**src/rtl/dtg_pkg.sv**
```systemverilog
package dtg_pkg;

  typedef enum logic [1:0] {
    MODE_SYNC_PULSE = 2'd0,
    MODE_SYNC_EVENT = 2'd1,
    MODE_BURST      = 2'd2
  } vidMode_e;

  // strobes from the horizontal control to the vertical datapath
  typedef struct packed {
    logic run;      // frame position is valid this cycle
    logic clr;      // next edge returns to the origin
    logic lineAdv;  // last byte clock of the line
  } tgStrobe_t;

  localparam int FLAG_VIDEO = 0;
  localparam int FLAG_BURST = 1;
  localparam int FLAG_PULSE = 2;

endpackage

```
**src/rtl/dtg_cfg.sv**
```systemverilog
module dtg_cfg
  import dtg_pkg::*;
#(
  parameter int H_W     = 12,
  parameter int V_W     = 11,
  parameter int VSA_MAX = 15
) (
  input  logic           clk,
  input  logic           rstN,
  input  logic [H_W-1:0] hsa,
  input  logic [H_W-1:0] hbp,
  input  logic [H_W-1:0] hact,
  input  logic [H_W-1:0] hline,
  input  logic [V_W-1:0] vsaReq,
  input  logic [2:0]     modeFlags,
  output logic [V_W-1:0] vsaEff,
  output vidMode_e       mode,
  output logic           cfgErr
);
  localparam int S_W = H_W + 2;
  localparam logic [V_W-1:0] VSA_CAP = V_W'(VSA_MAX);
  localparam logic [2:0] PAT_PULSE = 3'((1 << FLAG_VIDEO) | (1 << FLAG_PULSE));
  localparam logic [2:0] PAT_EVENT = 3'(1 << FLAG_VIDEO);

  logic [S_W-1:0] usedLen;

  always_comb begin
    vsaEff  = (vsaReq > VSA_CAP) ? VSA_CAP : vsaReq;
    usedLen = {2'b00, hsa} + {2'b00, hbp} + {2'b00, hact};
    cfgErr  = usedLen > {2'b00, hline};
    if (modeFlags == PAT_PULSE)      mode = MODE_SYNC_PULSE;
    else if (modeFlags == PAT_EVENT) mode = MODE_SYNC_EVENT;
    else                             mode = MODE_BURST;
  end

  p_vsa_sat_r4: assert property (@(posedge clk) disable iff (!rstN)
    (vsaReq > VSA_CAP) |-> (vsaEff == VSA_CAP));

  p_mode_pulse_r6: assert property (@(posedge clk) disable iff (!rstN)
    (modeFlags == 3'b101) |-> (mode == MODE_SYNC_PULSE));

endmodule

```
**src/rtl/dtg_hctrl.sv**
```systemverilog
module dtg_hctrl
  import dtg_pkg::*;
#(
  parameter int H_W = 12
) (
  input  logic           clk,
  input  logic           rstN,
  input  logic           enable,
  input  logic [H_W-1:0] hsa,
  input  logic [H_W-1:0] hbp,
  input  logic [H_W-1:0] hact,
  input  logic [H_W-1:0] hline,
  input  vidMode_e       mode,
  output tgStrobe_t      st,
  output logic           hsaFlag,
  output logic           hbpFlag,
  output logic           hactFlag,
  output logic           hfpFlag,
  output logic           hsStart,
  output logic           hsEnd
);
  localparam int S_W = H_W + 2;

  logic           run;
  logic [H_W-1:0] hCnt;
  logic [S_W-1:0] hPos, endSa, endBp, endAct;
  logic           lastByte;

  always_comb begin
    hPos     = {2'b00, hCnt};
    endSa    = {2'b00, hsa};
    endBp    = endSa + {2'b00, hbp};
    endAct   = endBp + {2'b00, hact};
    lastByte = (hPos + S_W'(1)) >= {2'b00, hline};
    st.run     = run;
    st.clr     = !enable;
    st.lineAdv = run && enable && lastByte;
  end

  always_ff @(posedge clk or negedge rstN) begin
    if (!rstN) begin
      run  <= 1'b0;
      hCnt <= '0;
    end else if (!enable) begin
      run  <= 1'b0;
      hCnt <= '0;
    end else if (!run) begin
      run  <= 1'b1;
    end else if (lastByte) begin
      hCnt <= '0;
    end else begin
      hCnt <= hCnt + H_W'(1);
    end
  end

  always_comb begin
    hsaFlag  = run && (hPos < endSa);
    hbpFlag  = run && (hPos >= endSa) && (hPos < endBp);
    hactFlag = run && (hPos >= endBp) && (hPos < endAct);
    hfpFlag  = run && (hPos >= endAct);
    hsStart  = run && (hCnt == '0);
    hsEnd    = run && (mode != MODE_SYNC_EVENT) && (hsa != '0) && (hCnt == hsa);
  end

  p_hstep_r2: assert property (@(posedge clk) disable iff (!rstN)
    (run && enable && !st.lineAdv) |=> (hCnt == $past(hCnt) + H_W'(1)));

  p_hregion_r2: assert property (@(posedge clk) disable iff (!rstN)
    run |-> ($countones({hsaFlag, hbpFlag, hactFlag, hfpFlag}) == 1));

  p_idle_r1: assert property (@(posedge clk) disable iff (!rstN)
    !run |-> !(hsaFlag || hbpFlag || hactFlag || hfpFlag || hsStart || hsEnd));

  p_no_hend_r8: assert property (@(posedge clk) disable iff (!rstN)
    (mode == MODE_SYNC_EVENT) |-> !hsEnd);

endmodule

```
**src/rtl/dtg_vpath.sv**
```systemverilog
module dtg_vpath
  import dtg_pkg::*;
#(
  parameter int V_W = 11
) (
  input  logic           clk,
  input  logic           rstN,
  input  tgStrobe_t      st,
  input  logic           hsStart,
  input  logic [V_W-1:0] vsaEff,
  input  logic [V_W-1:0] vbp,
  input  logic [V_W-1:0] vact,
  input  logic [V_W-1:0] vfp,
  input  vidMode_e       mode,
  output logic           vsaFlag,
  output logic           vbpFlag,
  output logic           vactFlag,
  output logic           vfpFlag,
  output logic           frameStart,
  output logic           vsEnd
);
  localparam int T_W = V_W + 2;

  logic [V_W-1:0] vCnt;
  logic [T_W-1:0] vPos, endSa, endBp, endAct, vTot;
  logic           lastLine;

  always_comb begin
    vPos     = {2'b00, vCnt};
    endSa    = {2'b00, vsaEff};
    endBp    = endSa + {2'b00, vbp};
    endAct   = endBp + {2'b00, vact};
    vTot     = endAct + {2'b00, vfp};
    lastLine = (vPos + T_W'(1)) >= vTot;
  end

  always_ff @(posedge clk or negedge rstN) begin
    if (!rstN)            vCnt <= '0;
    else if (st.clr)      vCnt <= '0;
    else if (st.lineAdv)  vCnt <= lastLine ? '0 : vCnt + V_W'(1);
  end

  always_comb begin
    vsaFlag    = st.run && (vPos < endSa);
    vbpFlag    = st.run && (vPos >= endSa) && (vPos < endBp);
    vactFlag   = st.run && (vPos >= endBp) && (vPos < endAct);
    vfpFlag    = st.run && (vPos >= endAct);
    frameStart = hsStart && (vCnt == '0);
    vsEnd      = hsStart && (mode != MODE_SYNC_EVENT) && (vsaEff != '0) && (vCnt == vsaEff);
  end

  p_vhold_r3: assert property (@(posedge clk) disable iff (!rstN)
    (!st.clr && !st.lineAdv) |=> $stable(vCnt));

  p_fs_line_r7: assert property (@(posedge clk) disable iff (!rstN)
    frameStart |-> hsStart);

  p_no_vend_r8: assert property (@(posedge clk) disable iff (!rstN)
    (mode == MODE_SYNC_EVENT) |-> !vsEnd);

endmodule

```
**src/rtl/dsi_line_timer.sv**
```systemverilog
module dsi_line_timer
  import dtg_pkg::*;
#(
  parameter int H_W     = 12,
  parameter int V_W     = 11,
  parameter int P_W     = 12,
  parameter int VSA_MAX = 15
) (
  input  logic           clk,
  input  logic           rstN,
  input  logic           enable,
  input  logic [H_W-1:0] cfgHsa,
  input  logic [H_W-1:0] cfgHbp,
  input  logic [H_W-1:0] cfgHact,
  input  logic [H_W-1:0] cfgHline,
  input  logic [P_W-1:0] cfgHdisp,
  input  logic [V_W-1:0] cfgVsa,
  input  logic [V_W-1:0] cfgVbp,
  input  logic [V_W-1:0] cfgVact,
  input  logic [V_W-1:0] cfgVfp,
  input  logic [2:1]     cfgPol,
  input  logic [2:0]     cfgModeFlags,
  output logic [1:0]     modeType,
  output logic [P_W-1:0] pktSize,
  output logic           hsaFlag,
  output logic           hbpFlag,
  output logic           hactFlag,
  output logic           hfpFlag,
  output logic           vsaFlag,
  output logic           vbpFlag,
  output logic           vactFlag,
  output logic           vfpFlag,
  output logic           hsyncOut,
  output logic           vsyncOut,
  output logic           frameStart,
  output logic           hsStart,
  output logic           hsEnd,
  output logic           vsEnd,
  output logic           cfgErr
);
  vidMode_e       mode;
  logic [V_W-1:0] vsaEff;
  tgStrobe_t      st;

  dtg_cfg #(.H_W(H_W), .V_W(V_W), .VSA_MAX(VSA_MAX)) uCfg (
    .clk(clk), .rstN(rstN), .hsa(cfgHsa), .hbp(cfgHbp), .hact(cfgHact),
    .hline(cfgHline), .vsaReq(cfgVsa), .modeFlags(cfgModeFlags),
    .vsaEff(vsaEff), .mode(mode), .cfgErr(cfgErr)
  );

  dtg_hctrl #(.H_W(H_W)) uHctrl (
    .clk(clk), .rstN(rstN), .enable(enable), .hsa(cfgHsa), .hbp(cfgHbp),
    .hact(cfgHact), .hline(cfgHline), .mode(mode), .st(st),
    .hsaFlag(hsaFlag), .hbpFlag(hbpFlag), .hactFlag(hactFlag),
    .hfpFlag(hfpFlag), .hsStart(hsStart), .hsEnd(hsEnd)
  );

  dtg_vpath #(.V_W(V_W)) uVpath (
    .clk(clk), .rstN(rstN), .st(st), .hsStart(hsStart), .vsaEff(vsaEff),
    .vbp(cfgVbp), .vact(cfgVact), .vfp(cfgVfp), .mode(mode),
    .vsaFlag(vsaFlag), .vbpFlag(vbpFlag), .vactFlag(vactFlag),
    .vfpFlag(vfpFlag), .frameStart(frameStart), .vsEnd(vsEnd)
  );

  assign modeType = mode;
  assign pktSize  = cfgHdisp;
  assign hsyncOut = hsaFlag ^ cfgPol[2];
  assign vsyncOut = vsaFlag ^ cfgPol[1];

  p_hsync_pol_r5: assert property (@(posedge clk) disable iff (!rstN)
    !hsaFlag |-> (hsyncOut == cfgPol[2]));

endmodule

```
**config.mk**
```make
export PLATFORM = sky130hd
export DESIGN_NAME = dsi_line_timer
export DESIGN_NICKNAME = d
export VERILOG_FILES = /design/src/rtl/dtg_pkg.sv /design/src/rtl/dtg_cfg.sv /design/src/rtl/dtg_hctrl.sv /design/src/rtl/dtg_vpath.sv /design/src/rtl/dsi_line_timer.sv
export SDC_FILE = /design/constraint.sdc
export NUM_CORES = 1
export LEC_CHECK = 0
export BUFFER_PORTS_ARGS = -buffer_cell sky130_fd_sc_hd__clkbuf_2
export CORE_ASPECT_RATIO = 2
export CORE_MARGIN = 3
export CORE_UTILIZATION = 58
export CTS_CLUSTER_DIAMETER = 120
export DETAILED_ROUTE_END_ITERATION = 8
export PLACE_DENSITY = 0.86
export SKIP_LAST_GASP = 1
export SYNTH_ARGS = -nofsm -noshare
export SYNTH_HDL_FRONTEND = slang
export SYNTH_SLANG_ARGS = --single-unit
```
**constraint.sdc**
```tcl
create_clock -name clk -period 7.15 [get_ports clk]
set_clock_uncertainty 0.2 [all_clocks]
set_input_delay 1.0725 -clock clk [delete_from_list [all_inputs] [get_ports clk]]
set_output_delay 1.0725 -clock clk [all_outputs]
set_load 0.02 [all_outputs]
```
; ---- After elaboration in Yosys (flattened, before gate mapping)
; Index checks and enable logic that the tools add are counted.
[totals]
wordCells = 73
out_inout_bits = 29
reg_bits = 24
[op_classes]
muxes = 10
eq_ne = 7
magnitude_cmp = 16
bitwise_logic = 2
add_sub_neg = 9
reduce_logical = 26
[ops]
columns = operator, n
row1 = 11-bit 2-to-1 mux, 4
row2 = 12-bit 2-to-1 mux, 3
row3 = 13-bit by 11-bit adder with 13-bit output, 2
row4 = 11-bit by 13-bit greater-or-equal comparator with 1-bit output, 2
row5 = 11-bit by 13-bit less-than comparator with 1-bit output, 2
row6 = 1-bit logical AND, 22
row7 = 13-bit by 12-bit adder with 14-bit output, 1
row8 = 12-bit by 14-bit greater-or-equal comparator with 1-bit output, 1
row9 = 14-bit by 12-bit greater-or-equal comparator with 1-bit output, 1
row10 = 14-bit by 12-bit greater-than comparator with 1-bit output, 1
row11 = 12-bit by 14-bit less-than comparator with 1-bit output, 1
row12 = 12-bit by 1-bit adder with 13-bit output (second input constant), 1
row13 = 12-bit by 12-bit adder with 13-bit output, 1
row14 = 12-bit by 13-bit greater-or-equal comparator with 1-bit output, 1
row15 = 13-bit greater-or-equal comparator, 1
row16 = 12-bit by 13-bit less-than comparator with 1-bit output, 1
row17 = 11-bit by 1-bit adder with 12-bit output (second input constant), 1
row18 = 11-bit by 11-bit adder with 12-bit output, 1
row19 = 12-bit by 1-bit adder with 12-bit output (second input constant), 1
row20 = 12-bit equality test, 1
row21 = 12-bit greater-or-equal comparator, 1
row22 = 12-bit logical NOT, 1
row23 = 12-bit less-than comparator, 1
row24 = 12-bit nonzero test, 1
row25 = 13 further kinds, 17

; ---- Longest topological paths before layout
[depth]
ltp_word = 9
ltp_mapped = 28

; ---- Cells and area by module
; From an unflattened synthesis, not the netlist that was laid out.
[unflattened]
hier_cells = 958
area_unflattened_um2 = 7756.2
[modules_own_cells]
columns = mod, n_inst, seq_area_each_um2, cells_each, area_per_inst_um2
row1 = dtg_vpath, 1, 275.3, 419, 3429.5
row2 = dtg_hctrl, 1, 325.3, 376, 2994.1
row3 = dtg_cfg, 1, 0.0, 149, 1224.9
row4 = dsi_line_timer, 1, 0.0, 14, 107.6

; ---- Least setup slack after synthesis
; No wires, ideal clock.
[synth_path]
path_type = input port to output port
from = input port cfgHsa[0]
to = output port hactFlag
setup_slack_ps = 294
stages = 21
n_path_buf = 0
arrival_ps = 5584
required_time_ps = 5878
path_cell_list = ha_1 -> fa_1 -> a21o_1 -> a21oi_2 -> o21a_1 -> nor2_1 -> a21o_1 -> xor2_1 -> ha_1 -> and2_1 -> o21ai_0 -> o311ai_1 -> a21oi_1 -> xnor2_1 -> inv_1 -> ha_1 -> and3_1 -> a221o_1 -> a31oi_1 -> nor3_1 -> nor4_1
[synth_via]
elab_chain_len = 4
word_cells_on_any_way = 6
[synth_lines]
columns = element, line
row1 = "start, declared", dsi_line_timer.sv:12  ; input logic [H_W-1:0] cfgHsa,
row2 = 12-bit by 12-bit adder with 13-bit output *, dtg_hctrl.sv:32  ; endBp = endSa + {2'b00, hbp};
row3 = 13-bit by 12-bit adder with 14-bit output or 12-bit by 13-bit greater-or-equal comparator with 1-bit output (tied branches), "dtg_hctrl.sv:33, dtg_hctrl.sv:59"
row4 = 12-bit by 14-bit less-than comparator with 1-bit output or 1-bit logical AND (tied branches), dtg_hctrl.sv:59  ; hactFlag = run && (hPos >= endBp) && (hPos < endAct);
row5 = 1-bit logical AND *, dtg_hctrl.sv:59
row6 = "end, declared", dsi_line_timer.sv:27  ; output logic hactFlag,
; Mark *: on every way between the ends. The rest lies on a longest branch, timed or not.

; ---- Final worst setup path
[layout_path]
from = input port cfgVsa[7]
to = output port vactFlag
[layout_via]
elab_chain_len = 6
word_cells_on_any_way = 8
[layout_lines]
columns = element, line
row1 = "start, declared", dsi_line_timer.sv:17  ; input logic [V_W-1:0] cfgVsa,
row2 = 11-bit by 4-bit greater-than comparator with 1-bit output, dtg_cfg.sv:28  ; vsaEff = (vsaReq > VSA_CAP) ? VSA_CAP : vsaReq;
row3 = 11-bit 2-to-1 mux *, dtg_cfg.sv:28
row4 = 11-bit by 11-bit adder with 12-bit output *, dtg_vpath.sv:31  ; endBp = endSa + {2'b00, vbp};
row5 = 13-bit by 11-bit adder with 13-bit output or 11-bit by 13-bit greater-or-equal comparator with 1-bit output (tied branches), "dtg_vpath.sv:32, dtg_vpath.sv:46"
row6 = 11-bit by 13-bit less-than comparator with 1-bit output or 1-bit logical AND (tied branches), dtg_vpath.sv:46  ; vactFlag = st.run && (vPos >= endBp) && (vPos < endAct);
row7 = 1-bit logical AND *, dtg_vpath.sv:46
row8 = "end, declared", dsi_line_timer.sv:31  ; output logic vactFlag,
; Marks and branches as above.

==> results.ini <==
[critical_path]
crit_type=input port to primary output
crit_top_cell=a21oi_2
path_buf_inv=4
end_kind=primary output
cp_slowest_cell=fa_2
cp_max_fo=4
cp.arrival_ns=5.72
slowest_delay_ns=0.35
cp_top_family=compound AO/OA/AOI/OAI gates
required_ns=5.88
start_kind=input port

[detailed_routing]
wl_per_cell_um=18.2
vias=6838
drt_iter0_markers=354
postRouteAntennaNets=0
drc=0
wirelength_um=20000
dr.pass1.iters=5
vias_per_cell=6.22

[cells_and_area]
fin_area_um2=7720
layout.nets=1246
layout_common_cells=166 x ha_1, 114 x clkbuf_2, 92 x inv_1
num_antenna_cells=0
layout_commonest_cell=ha_1
drive_gt1_frac=0.195
syn2layout_area_growth_pct=16.3

[global_route]
antenna_found_initial=0
grt_busiest_layer=met2
gr-usage-met1=0.258
use_met2=0.584
grt_pass1_vias=6928
grtUsageTotal=0.309
globalRoute.totalOverflow=0
grt_pass1_wl_um=30800
use_met3=0.0412
grt_start_max_net_pins=25

[floorplan]
die_area_um2=12800
dieWidth_um=81.7
num_io_pins=141
coreArea_um2=11100
rows=54
dieHeight_um=157
start_util=0.599

[timing]
finalCritPeriodShare=0.978
worstMarginPinSlew_ns=0.930
max_freq_ghz=0.143
setup_viol=0
whs_ns=0.414
slew-limit-headroom=0.378
hold_viol=0
period_minus_slack_ns=6.99
rsz0062_at_grt=yes
slew_violations=0

[synthesis]
avgSynthCellArea_um2=8.08
ys_async_sr_fraction=1.00
ys_seq_area_frac=0.0904
yosysWarnings=0
synth_edf_count=0
ys_types=67
synth-main-ff-cell=dfrtp_1
synth_cells=822
synth_seq_cells=24
syn_area_um2=6640

[placement]
placed_cell_area_um2=7450
hpwl_um=16700
portBuffers=116
place.gp.congestion=0.954

[pwr]
leakage_nw=4.22
peakVddDrop_uv=134
p_per_area_nw_per_um2=173

[clock_tree]
path_clk_slew_ns=0.06
htree_num_levels=1
cts_tree=built
clk_latency_ns=0.26
cts-root-buf=clkbuf_16
cts_buffer_depth=2
cts_sinks=24
numCtsBuffers=3

[min_path]
min_path_type=flop to flop

[status]
status=finished, final reports clean

[job]
drv_cap=0

## layer usage
metal	routed length (um)	up-vias
met2	11100	301
li1	-	3241
met1	5960	3168
met4	2010	0
met3	929	128
met5	0	-
## synth_stat cells (all sizes together) (12+ instances only)
| cell | instances | area, um^2 |
|---|---|---|
| a211oi | 12 | 130 |
| a21o | 23 | 173 |
| a21oi | 55 | 279 |
| a32o | 14 | 140 |
| and3 | 12 | 75.1 |
| buf | 14 | 103 |
| dfrtp | 24 | 601 |
| ha | 168 | 2100 |
| inv | 92 | 345 |
| nand2 | 41 | 154 |
| nand2b | 12 | 75.1 |
| nand3 | 18 | 90.1 |
| nand4 | 13 | 81.3 |
| nor2 | 52 | 198 |
| nor2b | 21 | 134 |
| nor3 | 18 | 90.1 |
| o21a | 18 | 135 |
| o21ai | 44 | 228 |
| xnor2 | 33 | 289 |
| xor2 | 44 | 385 |
## metrics by stage
step	setup TNS, ns	cells	utilization	total power, mW	worst slack (ns)
final	0	1100	0.697	1.34	0.158
after global routing	-0.442	1100	0.697	1.45	-0.137
after CTS	0	1094	0.684	1.28	0.00320
after detailed placement	-0.260	1089	0.672	1.11	-0.131
after global placement	0	1089	0.672	1.08	0.0385
after floorplan	0	834	-	0.833	0.294
## state kept, by name (all words and copies together), names as in the netlist
| signal | cells |
|---|---|
| uHctrl.hCnt | 12 |
| uHctrl.run | 1 |
| uVpath.vCnt | 11 |
## cells by family after synthesis
| family | synth area share |
|---|---|
| adders and majority gates | 0.332 |
| DFF | 0.0904 |
| muxes | 0.00377 |
| and+or+nand+nor | 0.168 |
| AOI/OAI and AO/OA | 0.234 |
| other | 0.00113 |
| xor gates and xnor gates | 0.102 |
| buffers and inverters | 0.0697 |
## power breakdown
group          switching, mW  internal [mW]
clock                 0.0483          0.111
combinational          0.591          0.447
sequential           0.00309          0.137
total                  0.642          0.695
## worst register-to-register path, cell delays in order (launching register included)
cell	delay, ns
dfrtp_1	0.58
nand3_1	0.16
nor3_1	0.25
and3_1	0.31
nand3_1	0.12
xnor2_1	0.18
ha_1	0.34
o211ai_1	0.10
nor2_1	0.09
o31a_1	0.16
o31a_1	0.57
nand2_1	0.15
xor2_1	0.18
a211oi_2	0.22
## timing repair
item,CTS,global route
gates resized for setup,6,22
buffers inserted,1,6
pin swaps,3,12
hold buffers,0,0
endpoints found under the setup margin,2,8
## area by class of cell
cell class / count / area [um^2]
Inverter: 93 / 349
Timing Repair Buffer: 139 / 756
Clock inverter: 1 / 30.0
Fill cell: 918 / 3360
Sequential cell: 24 / 601
Clock buffer: 3 / 75.1
Tap cell: 140 / 175
Multi-Input combinational cell: 700 / 5740
## final timing paths
kind | to | slack [ns] | startpoint | cells past startpoint
max in group asynchronous | uHctrl.hCnt[11]$_DFFE_PN0P_ | 5.74 | rstN | 1
max | vactFlag | 0.16 | cfgVsa[7] | 25
min in group asynchronous | uVpath.vCnt[9]$_DFFE_PN0P_ | 0.60 | rstN | 1
min reg2reg | uHctrl.hCnt[0]$_DFFE_PN0P_ | 0.41 | uHctrl.hCnt[0]$_DFFE_PN0P_ | 1
max reg2reg | uVpath.vCnt[6]$_DFFE_PN0P_ | 3.45 | uHctrl.hCnt[2]$_DFFE_PN0P_ | 13
min | uHctrl.hCnt[0]$_DFFE_PN0P_ | 0.41 | uHctrl.hCnt[0]$_DFFE_PN0P_ | 1
Power figures use the tool's default switching activity.
